===== config.mk =====
export PLATFORM = sky130hd
export DESIGN_NAME = uart_rx_brk
export DESIGN_NICKNAME = d
export VERILOG_FILES = /design/src/rtl/rxb_pkg.sv /design/src/rtl/rxb_sync.sv /design/src/rtl/rxb_framer.sv /design/src/rtl/rxb_fifo.sv /design/src/rtl/uart_rx_brk.sv
export SDC_FILE = /design/constraint.sdc
export NUM_CORES = 1
export LEC_CHECK = 0
export BUFFER_PORTS_ARGS = -buffer_cell sky130_fd_sc_hd__clkbuf_2
export CAP_MARGIN = 20
export CORE_UTILIZATION = 50
export CTS_CLUSTER_SIZE = 20
export DETAILED_ROUTE_END_ITERATION = 16
export PLACE_DENSITY_LB_ADDON = 0.08
export RECOVER_POWER = 100
export SKIP_CTS_REPAIR_TIMING = 1
export SYNTH_ARGS = -nofsm -noshare
export SYNTH_HDL_FRONTEND = slang
export SYNTH_SLANG_ARGS = --single-unit

===== constraint.sdc =====
create_clock -name clk -period 5.1 [get_ports clk]
set_clock_uncertainty 0.05 [all_clocks]
set_input_delay 1.02 -clock clk [delete_from_list [all_inputs] [get_ports clk]]
set_output_delay 1.02 -clock clk [all_outputs]
set_load 0.05 [all_outputs]

===== src/rtl/rxb_pkg.sv =====
package rxb_pkg;
   typedef enum logic [1:0] {
      RXS_IDLE = 2'd0,
      RXS_DATA = 2'd1,
      RXS_STOP = 2'd2,
      RXS_HOLD = 2'd3
   } rxs_state_e;
endpackage


===== src/rtl/rxb_sync.sv =====
module rxb_sync #(
   parameter int STAGES = 2
) (
   input  logic clk,
   input  logic rst_n,
   input  logic din,
   output logic dout
);
   initial begin
      if (STAGES < 2) $error("rxb_sync: STAGES must be at least 2");
   end

   logic [STAGES-1:0] chain;

   always_ff @(posedge clk or negedge rst_n) begin
      if (!rst_n) chain <= '1;
      else        chain <= {chain[STAGES-2:0], din};
   end

   assign dout = chain[STAGES-1];
endmodule


===== src/rtl/rxb_framer.sv =====
module rxb_framer
   import rxb_pkg::*;
#(
   parameter int DATA_W    = 8,
   parameter int FIRST_DLY = 12,
   parameter int BIT_TICKS = 8
) (
   input  logic              clk,
   input  logic              rst_n,
   input  logic              en,
   input  logic              tick,
   input  logic              line,
   output logic              push,
   output logic [DATA_W-1:0] push_data,
   output logic              err_evt
);
   localparam int CNT_W = $clog2(FIRST_DLY);
   localparam int IDX_W = (DATA_W > 1) ? $clog2(DATA_W) : 1;

   initial begin
      if (BIT_TICKS > FIRST_DLY) $error("rxb_framer: BIT_TICKS must not exceed FIRST_DLY");
      if (BIT_TICKS < 2)         $error("rxb_framer: BIT_TICKS must be at least 2");
   end

   rxs_state_e        state;
   logic [CNT_W-1:0]  cnt;
   logic [IDX_W-1:0]  idx;
   logic [DATA_W-1:0] shreg;

   always_ff @(posedge clk or negedge rst_n) begin
      if (!rst_n) begin
         state   <= RXS_IDLE;
         cnt     <= '0;
         idx     <= '0;
         shreg   <= '0;
         push    <= 1'b0;
         err_evt <= 1'b0;
      end else begin
         push    <= 1'b0;
         err_evt <= 1'b0;
         if (!en) begin
            state <= RXS_IDLE;
         end else if (tick) begin
            case (state)
               RXS_IDLE: begin
                  if (!line) begin
                     state <= RXS_DATA;
                     cnt   <= CNT_W'(FIRST_DLY - 1);
                     idx   <= '0;
                  end
               end
               RXS_DATA: begin
                  if (cnt == '0) begin
                     shreg <= {line, shreg[DATA_W-1:1]};
                     cnt   <= CNT_W'(BIT_TICKS - 1);
                     if (idx == IDX_W'(DATA_W - 1)) state <= RXS_STOP;
                     else                           idx   <= idx + 1'b1;
                  end else begin
                     cnt <= cnt - 1'b1;
                  end
               end
               RXS_STOP: begin
                  if (cnt == '0) begin
                     if (line) begin
                        push  <= 1'b1;
                        state <= RXS_IDLE;
                     end else begin
                        err_evt <= 1'b1;
                        state   <= RXS_HOLD;
                     end
                  end else begin
                     cnt <= cnt - 1'b1;
                  end
               end
               RXS_HOLD: begin
                  if (line) state <= RXS_IDLE;
               end
               default: state <= RXS_IDLE;
            endcase
         end
      end
   end

   assign push_data = shreg;
endmodule


===== src/rtl/rxb_fifo.sv =====
module rxb_fifo #(
   parameter int DATA_W = 8,
   parameter int DEPTH  = 8
) (
   input  logic                     clk,
   input  logic                     rst_n,
   input  logic                     wr,
   input  logic [DATA_W-1:0]        wdata,
   input  logic                     rd,
   output logic [DATA_W-1:0]        rdata,
   output logic                     full,
   output logic                     nempty,
   output logic [$clog2(DEPTH+1)-1:0] level
);
   localparam int PTR_W = $clog2(DEPTH);
   localparam int LVL_W = $clog2(DEPTH + 1);

   initial begin
      if (DEPTH < 2 || (DEPTH & (DEPTH - 1)) != 0)
         $error("rxb_fifo: DEPTH must be a power of two, at least 2");
   end

   logic [DATA_W-1:0] mem [DEPTH];
   logic [PTR_W-1:0]  wptr, rptr;
   logic              do_wr, do_rd;

   assign full   = (level == LVL_W'(DEPTH));
   assign nempty = (level != '0);
   assign do_wr  = wr && !full;
   assign do_rd  = rd && nempty;
   assign rdata  = mem[rptr];

   always_ff @(posedge clk or negedge rst_n) begin
      if (!rst_n) begin
         wptr  <= '0;
         rptr  <= '0;
         level <= '0;
      end else begin
         if (do_wr) wptr <= wptr + 1'b1;
         if (do_rd) rptr <= rptr + 1'b1;
         case ({do_wr, do_rd})
            2'b10:   level <= level + 1'b1;
            2'b01:   level <= level - 1'b1;
            default: level <= level;
         endcase
      end
   end

   always_ff @(posedge clk) begin
      if (do_wr) mem[wptr] <= wdata;
   end
endmodule


===== src/rtl/uart_rx_brk.sv =====
module uart_rx_brk #(
   parameter int DATA_W      = 8,
   parameter int DEPTH       = 8,
   parameter int FIRST_DLY   = 12,
   parameter int BIT_TICKS   = 8,
   parameter int SYNC_STAGES = 2
) (
   input  logic              clk,
   input  logic              rst_n,
   input  logic              en,
   input  logic              tick,
   input  logic              rx_line,
   input  logic              err_clr,
   input  logic              rd_en,
   output logic [DATA_W-1:0] rd_data,
   output logic              fifo_nempty,
   output logic              frame_err,
   output logic              overrun
);
   localparam int LVL_W = $clog2(DEPTH + 1);

   logic              line_s;
   logic              push, err_evt, full;
   logic [DATA_W-1:0] push_data;
   logic [LVL_W-1:0]  level;

   rxb_sync #(.STAGES(SYNC_STAGES)) u_sync (
      .clk(clk), .rst_n(rst_n), .din(rx_line), .dout(line_s)
   );

   rxb_framer #(.DATA_W(DATA_W), .FIRST_DLY(FIRST_DLY), .BIT_TICKS(BIT_TICKS)) u_framer (
      .clk(clk), .rst_n(rst_n), .en(en), .tick(tick), .line(line_s),
      .push(push), .push_data(push_data), .err_evt(err_evt)
   );

   rxb_fifo #(.DATA_W(DATA_W), .DEPTH(DEPTH)) u_fifo (
      .clk(clk), .rst_n(rst_n), .wr(push), .wdata(push_data), .rd(rd_en),
      .rdata(rd_data), .full(full), .nempty(fifo_nempty), .level(level)
   );

   always_ff @(posedge clk or negedge rst_n) begin
      if (!rst_n) begin
         frame_err <= 1'b0;
         overrun   <= 1'b0;
      end else begin
         if (err_evt)          frame_err <= 1'b1;
         else if (err_clr)     frame_err <= 1'b0;
         if (push && full)     overrun   <= 1'b1;
         else if (err_clr)     overrun   <= 1'b0;
      end
   end
endmodule


==> results.toml, run 1 <==
[outcome]
status = "finished with violations"
violations = "max-capacitance violations, max-slew violations"

[synthesis]
ys_warn_count = 0
ys_seq_elements = 97
synthTopCellsByArea = "edfxtp_1 46%, dfrtp_1 19%, mux4_2 8.7%, mux2_2 5.1%, ha_1 3.9%"
synth_top_area_share_pct = 46.2
synth.most_common_cell = "edfxtp_1"
synth_flop_cell = "edfxtp_1"
synthArstFlopShare_pct = 34.0
yosysTopAreaCell = "edfxtp_1"
synth_common_cells = "64 x edfxtp_1, 31 x dfrtp_1, 19 x mux2_2, 16 x mux4_2, 15 x nand2_1"
syn_area_per_cell_sq_um = 16.3
synth_nets = 275
netlist_area_sq_mm = 0.00416
synth_cells = 255
synth_seq_area_share_pct = 66.0
synth_edf_count = 64
synthDistinctLibCells = 44

[worst_setup_path]
cp_max_fo = 14
cp.required_ps = 4030
worst-r2r-setup-slack_ps = 2010
reg2reg_from = "u_framer.state[1]$_DFFE_PN0P_"
end_kind = "primary output"
worst_setup_path_start_kind = "flip-flop"
critical_path.endpoint = "rd_data[5]"
crit_type = "flip-flop to primary output"
worstPathArrival_ps = 2240
startpoint = "u_fifo.rptr[0]$_DFFE_PN0P_"
r2r_end = "u_framer.cnt[3]$_DFFE_PN0P_"
r2r_cells = 6

[finish]
finalNetCount = 296
num_antenna_cells = 0
area_delta_synth_final_pct = 7.99
stdcell_count = 383
fill_cells = 596
drive_gt1_share_pct = 21.7
final_util_pct = 57.0

[pwr]
ir_drop_v = 0.000180
cellPowerDensity_mw_per_mm2 = 438
p_total_mw = 1.97
p_leak_nw = 1.64

[drt]
viasPerCell = 5.48
wire_per_inst_um = 17.9
drc_errors = 0
num_vias = 2097
wl_um = 6870
firstDrtPassIters = 4
drt-initial-drc-count = 146
ant_nets = 0

[die]
die_w_um = 93.3
fp.coreArea_sq_mm = 0.00789
dieHeight_um = 93.3
rows = 32
io_pins = 18
start_util_pct = 52.8
die-area_sq_mm = 0.00870

[timing]
setup_violations = 0
worstMarginPinSlew_ps = 1830
hold_violations = 0
period_needed_ps = 3310
rsz0062_at_grt = "false"
final.setup.tns_ps = 0
max_freq_mhz = 303
slew_viol_final = 43
fin_crit_sh_pct = 64.8
maxSlewHeadroom_pct = -22.3

[place]
dpl.hpwl_um = 4350
placed_cells = 366
port-buffer-count = 17
place.gp.congestion = 0.775

[cts]
cts-root-to-sink-buffers = 2
clk_latency_ps = 360
cts_made_buffers = 9
clk_pin_slew_ps = 100
cts_root_buffer = "clkbuf_8"
cts_sinks = 97
htree_levels = 3
cts_tree = "yes"

[global_route]
grt_pass1_vias = 2225
antenna_found_initial = 0
overflow = 0
grt_max_degree = 34
grt_pass1_wl_um = 11500
track_usage_pct = 18.0

[worst_hold_path]
holdCritStartpoint = "u_sync.chain[0]$_DFF_PN1_"
min_path_type = "flip-flop to flip-flop"

[flow_run]
cap_viol_max_count = 3
==> stage by stage <==
| step | cell area, sq um | hold WS [ps] | setup slack [ps] |
|---|---|---|---|
| after floorplan | 4160 | 295 | 2430 |
| after global placement | 4330 | 295 | 1810 |
| after detailed placement | 4330 | 297 | 1770 |
| after CTS | 4520 | 311 | 1350 |
| after global routing | 4500 | 320 | 1660 |
| final | 4500 | 311 | 1790 |
==> area by class of cell <==
cell class	count	area [sq um]	share of cell area, %
Sequential cell	97	2750	61.2
Timing Repair Buffer	18	97.6	2.17
Clock inverter	7	62.6	1.39
Clock buffer	9	124	2.75
Inverter	9	33.8	0.751
Tap cell	102	128	2.84
Multi-Input combinational cell	141	1300	28.9
==> power by group <==
| group | internal (mW) | switching (mW) | total, mW |
|---|---|---|---|
| Combinational | 0.241 | 0.280 | 0.520 |
| Sequential | 0.876 | 0.0990 | 0.975 |
| Clock | 0.189 | 0.284 | 0.473 |
| Total | 1.31 | 0.663 | 1.97 |
==> state kept, by name (all words and copies together) (netlist names) <==
register,cells
u_fifo.mem,64
u_framer.push_data,8
u_fifo.level,4
u_framer.cnt,4
u_fifo.rptr,3
u_fifo.wptr,3
u_framer.idx,3
u_framer.state,2
u_sync.chain,2
frame_err,1
overrun,1
u_framer.err_evt,1
u_framer.push,1
==> worst min path at each step <==
stage / end / cells past startpoint
3_5_place_dp: u_sync.chain[1]$_DFF_PN1_ / 0
6_report: u_sync.chain[1]$_DFF_PN1_ / 0
3_3_place_gp: u_sync.chain[1]$_DFF_PN1_ / 0
5_1_grt: u_sync.chain[1]$_DFF_PN1_ / 0
4_1_cts: u_sync.chain[1]$_DFF_PN1_ / 0
2_1_floorplan: u_sync.chain[1]$_DFF_PN1_ / 0
==> cell families after synthesis <==
kind of cell               Yosys count  synth area share (%)
DFF                                 97                  66.0
xor gates and xnor gates             8                  1.68
muxes                               36                  14.0
adders and majority gates           13                  3.91
buffers and inverters               17                  2.07
AOI/OAI and AO/OA                   29                  5.26
and+or+nand+nor                     55                  7.00
==> routing by layer <==
metal	GRT usage, %	wire [um]	vias to the layer above	share of wire, %
met5	0	0	-	0
met4	7.31	100	0	1.5
met3	2.68	174	8	2.5
met2	29.5	3400	37	49
met1	24.4	3200	1040	47
li1	-	-	1012	-
==> worst max-delay path, stage by stage (launching register included) <==
cell	delay, ps
dfrtp_1	560
buf_16	220
mux4_2	510
mux2_2	290
clkbuf_1	290
==> layout by cell type (no fill, tap or decap), types with 2 or more instances in the layout <==
| master | n |
|---|---|
| a21o_1 | 3 |
| a21oi_1 | 4 |
| a22o_1 | 4 |
| a31oi_1 | 2 |
| clkbuf_1 | 12 |
| clkbuf_2 | 5 |
| clkbuf_8 | 9 |
| clkinv_4 | 2 |
| dfrtp_1 | 31 |
| dfstp_2 | 2 |
| edfxtp_1 | 64 |
| ha_1 | 13 |
| inv_1 | 9 |
| inv_6 | 2 |
| inv_8 | 2 |
| mux2_2 | 19 |
| mux4_2 | 16 |
| nand2_1 | 15 |
| nand2b_1 | 6 |
| nand3_1 | 3 |
| nor2_1 | 14 |
| nor2b_1 | 5 |
| nor3_1 | 5 |
| o21ai_0 | 7 |
| xnor2_1 | 4 |
| xor2_1 | 4 |
Note: power is estimated with default switching activity, not from simulation.
==> run 2: changes to the inputs <==
==> constraint.sdc (replaced) <==
create_clock -name clk -period 3.25 [get_ports clk]
set_clock_uncertainty 0.05 [all_clocks]
set_input_delay 0.65 -clock clk [delete_from_list [all_inputs] [get_ports clk]]
set_output_delay 0.65 -clock clk [all_outputs]
set_load 0.05 [all_outputs]
==> results.toml, run 2 (synthesized netlist as in run 1, its figures left out) <==
[outcome]
status = "finished with violations"
violations = "max-capacitance violations, max-slew violations"

[flow_run]
cap_viol_max_count = 1

[global_route]
grt_max_degree = 34
track_usage_pct = 17.5
overflow = 0
grt_pass1_vias = 2138
antenna_found_initial = 0
grt_pass1_wl_um = 11200

[place]
place.gp.congestion = 0.773
port-buffer-count = 17
dpl.hpwl_um = 4420

[pwr]
p_leak_nw = 1.67
p_seq_share_pct = 48.8
ir_drop_v = 0.000333
power_frac_comb_pct = 25.9
sw_frac_of_total_pct = 32.6
power_switching_mw = 1.01
p_int_mw = 2.10
cellPowerDensity_mw_per_mm2 = 684
p_total_mw = 3.11
clkPwrFrac_pct = 25.4

[cts]
htree_levels = 3
clk_pin_slew_ps = 100
cts_sinks = 97
cts_root_buffer = "clkbuf_8"
clk_latency_ps = 350
cts_made_buffers = 9
cts-root-to-sink-buffers = 2
cts_tree = "yes"

[timing]
rsz0062_at_grt = "false"
slew_viol_final = 34
max_freq_mhz = 342
setup_violations = 0
maxSlewHeadroom_pct = -20.3
worstMarginPinSlew_ps = 1800
fin_crit_sh_pct = 90.1
final.setup.tns_ps = 0
period_needed_ps = 2930
hold_violations = 0

[drt]
wl_um = 7000
drc_errors = 0
num_vias = 2176
ant_nets = 0
firstDrtPassIters = 4
drt-initial-drc-count = 97
wire_per_inst_um = 17.9
viasPerCell = 5.57

[worst_setup_path]
crit_type = "flip-flop to primary output"
cp_max_fo = 18
worstPathArrival_ps = 2230
end_kind = "primary output"
cp.required_ps = 2550
worst_setup_path_start_kind = "flip-flop"

[finish]
num_antenna_cells = 0
fill_cells = 614
finalNetCount = 304
drive_gt1_share_pct = 22.8
final_util_pct = 57.6
layout_commonest_cell = "edfxtp_1"
largest_reg_flops = 64
area_delta_synth_final_pct = 9.16
largest_register = "u_fifo.mem"
final_cell_mix = "64 x edfxtp_1, 31 x dfrtp_1, 19 x mux2_2, 16 x mux4_2, 16 x clkbuf_1"

[die]
start_util_pct = 52.8
dieHeight_um = 93.3
die-area_sq_mm = 0.00870
rows = 32
io_pins = 18
fp.coreArea_sq_mm = 0.00789
die_w_um = 93.3

[worst_hold_path]
min_path_type = "flip-flop to flip-flop"
[run 2: cell count changes in the layout (fill, tap and decap cells not counted)]
cell	previous run	this run
inv_6	2	3
clkbuf_1	12	16
buf_16	1	0
inv_8	2	0
clkinv_4	2	1
a2111oi_0	1	0
clkbuf_2	5	10
clkinvlp_4	0	1
bufinv_16	0	1
clkinv_2	1	0
buf_4	0	1
a2111oi_4	0	1
[run 2: worst paths after layout]
check / start / end / cells past startpoint / slack, ps
max in group asynchronous: rst_n / u_framer.push_data[5]$_DFFE_PN0P_ / 1 / 1380
min reg2reg: u_sync.chain[0]$_DFF_PN1_ / u_sync.chain[1]$_DFF_PN1_ / 0 / 310
min in group asynchronous: rst_n / u_fifo.rptr[2]$_DFFE_PN0P_ / 1 / 730
max reg2reg: u_fifo.level[1]$_DFFE_PN0P_ / u_fifo.level[2]$_DFFE_PN0P_ / 10 / 760
min: u_sync.chain[0]$_DFF_PN1_ / u_sync.chain[1]$_DFF_PN1_ / 0 / 310
max: u_fifo.rptr[1]$_DFFE_PN0P_ / rd_data[3] / 3 / 320
[run 2: power by group through the flow]
stage               clock [mW]  sequential, mW  combinational, mW
global placement             0            1.54              0.813
floorplan                    0            1.45              0.760
detailed placement           0            1.54              0.819
finish                   0.789            1.52              0.804
CTS                      0.808            1.52              0.823
global route             0.862            1.54              0.866
[run 2: worst max-delay path: stages, from the launching register on]
cell and delay (ps):
dfrtp_1 900, mux4_2 410, mux2_2 270, clkbuf_1 290
[run 2: stage by stage]
step | setup WS [ps] | area, sq um | hold slack, ps | cells
after floorplan | 635 | 4160 | 295 | 255
after global placement | 779 | 4390 | 296 | 375
after detailed placement | 746 | 4390 | 297 | 375
after CTS | 335 | 4590 | 311 | 391
after global routing | 229 | 4550 | 304 | 391
final | 323 | 4550 | 310 | 391
[run 2: metal layers]
layer	part of all wire, %	global-route usage (%)
met1	49	24.2
met4	1.7	6.41
met3	2.2	2.93
met5	0	0
met2	47	28.2
[run 2: area by class of cell]
cell class / count / area, sq um / area share, %
flip-flops and latches: 97 / 2750 / 60.5
clock inverters: 6 / 72.6 / 1.60
clock buffers: 10 / 128 / 2.81
repair buffers: 26 / 114 / 2.50
well taps: 102 / 128 / 2.81
multi-input cells: 141 / 1320 / 29.0
inverters: 9 / 33.8 / 0.743
==> run 3: changes to the inputs <==
==> constraint.sdc (replaced) <==
create_clock -name clk -period 2.7 [get_ports clk]
set_clock_uncertainty 0.05 [all_clocks]
set_input_delay 0.54 -clock clk [delete_from_list [all_inputs] [get_ports clk]]
set_output_delay 0.54 -clock clk [all_outputs]
set_load 0.05 [all_outputs]
==> results.toml, run 3 (synthesized netlist as in run 1, its figures left out) <==
[outcome]
status = "finished with violations"
violations = "max-capacitance violations, max-slew violations"

[finish]
num_antenna_cells = 0
area_delta_synth_final_pct = 10.9
largest_register = "u_fifo.mem"
drive_gt1_share_pct = 24.5
finalNetCount = 305
layout_commonest_cell = "edfxtp_1"
final_area_sq_mm = 0.00462
final_cell_mix = "64 x edfxtp_1, 30 x dfrtp_1, 19 x mux2_2, 16 x mux4_2, 15 x nand2_1"
final_util_pct = 58.6
fill_cells = 597
largest_reg_flops = 64

[worst_setup_path]
worst_setup_path_start_kind = "flip-flop"
cp_max_fo = 18
max_stage_delay_ps = 530
worstPathArrival_ps = 1970
worst-r2r-setup-slack_ps = 300
reg2reg_from = "u_fifo.level[1]$_DFFE_PN0P_"
startpoint = "u_fifo.rptr[0]$_DFFE_PN0P_"
end_kind = "primary output"
cp.required_ps = 2110
crit_type = "flip-flop to primary output"
critical-path-slowest-cell = "mux4_2"
path_cells = "buf_12 -> mux4_2 -> mux2_2 -> clkbuf_2"

[drt]
wire_per_inst_um = 17.4
wl_um = 6810
num_vias = 2175
drt-initial-drc-count = 133
viasPerCell = 5.55
ant_nets = 0
firstDrtPassIters = 4
drc_errors = 0

[cts]
cts_tree = "yes"
htree_levels = 3
cts_root_buffer = "clkbuf_8"
cts_sinks = 97
clk_pin_slew_ps = 80
cts-root-to-sink-buffers = 2
cts_made_buffers = 9
clk_latency_ps = 350

[pwr]
ir_drop_v = 0.000466
p_leak_nw = 1.72
cellPowerDensity_mw_per_mm2 = 858
p_total_mw = 3.96

[timing]
hold_violations = 0
period_needed_ps = 2560
fin_hold_ws_ps = 220
fin_crit_sh_pct = 94.8
worstMarginPinSlew_ps = 1750
maxSlewHeadroom_pct = -16.5
max_freq_mhz = 391
rsz0062_at_grt = "false"
slew_viol_final = 34
setup_violations = 0

[die]
start_util_pct = 52.8
dieHeight_um = 93.3
die-area_sq_mm = 0.00870
rows = 32
io_pins = 18
die_w_um = 93.3
fp.coreArea_sq_mm = 0.00789

[global_route]
grt_pass1_vias = 2199
grt_pass1_wl_um = 11300
grt_max_degree = 34
antenna_found_initial = 0
track_usage_pct = 17.7
overflow = 0

[worst_hold_path]
min_path_type = "primary input to flip-flop"
holdCritStartpoint = "rx_line"

[place]
place.gp.congestion = 0.742
dpl.hpwl_um = 4440
placed_cell_area_sq_mm = 0.00441
port-buffer-count = 17

[flow_run]
cap_viol_max_count = 1
-- run 3: where the power goes --
group | switching (mW) | internal, mW
clock network | 0.484 | 0.648
logic | 0.551 | 0.460
registers | 0.165 | 1.66
-- run 3: worst paths after layout --
kind / cells past startpoint / endpoint
hold reg to reg: 0 / u_sync.chain[1]$_DFF_PN1_
min in group asynchronous: 1 / u_fifo.rptr[1]$_DFFE_PN0P_
max in group asynchronous: 1 / u_fifo.rptr[1]$_DFFE_PN0P_
setup / recovery: 4 / rd_data[2]
setup reg to reg: 11 / u_fifo.level[2]$_DFFE_PN0P_
hold / removal: 1 / u_sync.chain[0]$_DFF_PN1_
-- run 3: per-layer routing --
| metal | vias up | track usage (%) | wire length [um] |
|---|---|---|---|
| li1 | 1027 | - | - |
| met1 | 1102 | 25.0 | 3250 |
| met2 | 36 | 27.6 | 3250 |
| met3 | 10 | 2.93 | 211 |
| met4 | 0 | 7.31 | 93 |
| met5 | - | 0 | 0 |
-- run 3: area by class of cell --
type | count | area [sq um] | share of cell area (%)
clock inverter | 5 | 108 | 2.33
inverter | 9 | 33.8 | 0.731
sequential | 97 | 2750 | 59.6
timing repair buffer | 27 | 138 | 2.98
clock buffer | 11 | 141 | 3.06
multi-input combinational | 141 | 1320 | 28.6
tap | 102 | 128 | 2.76
-- run 3: per-stage QoR --
stage	instances	setup TNS, ps	setup WS [ps]
after global routing	392	0	35.3
after global placement	376	0	319
after CTS	392	-619	-103
final	392	0	141
after detailed placement	376	0	294
after floorplan	255	0	84.7
-- run 3: critical path, delay by kind of cell (launching register included) --
family | cells | cell delay [ps]
mux | 2 | 810
flops | 1 | 380
buf+inv | 2 | 430
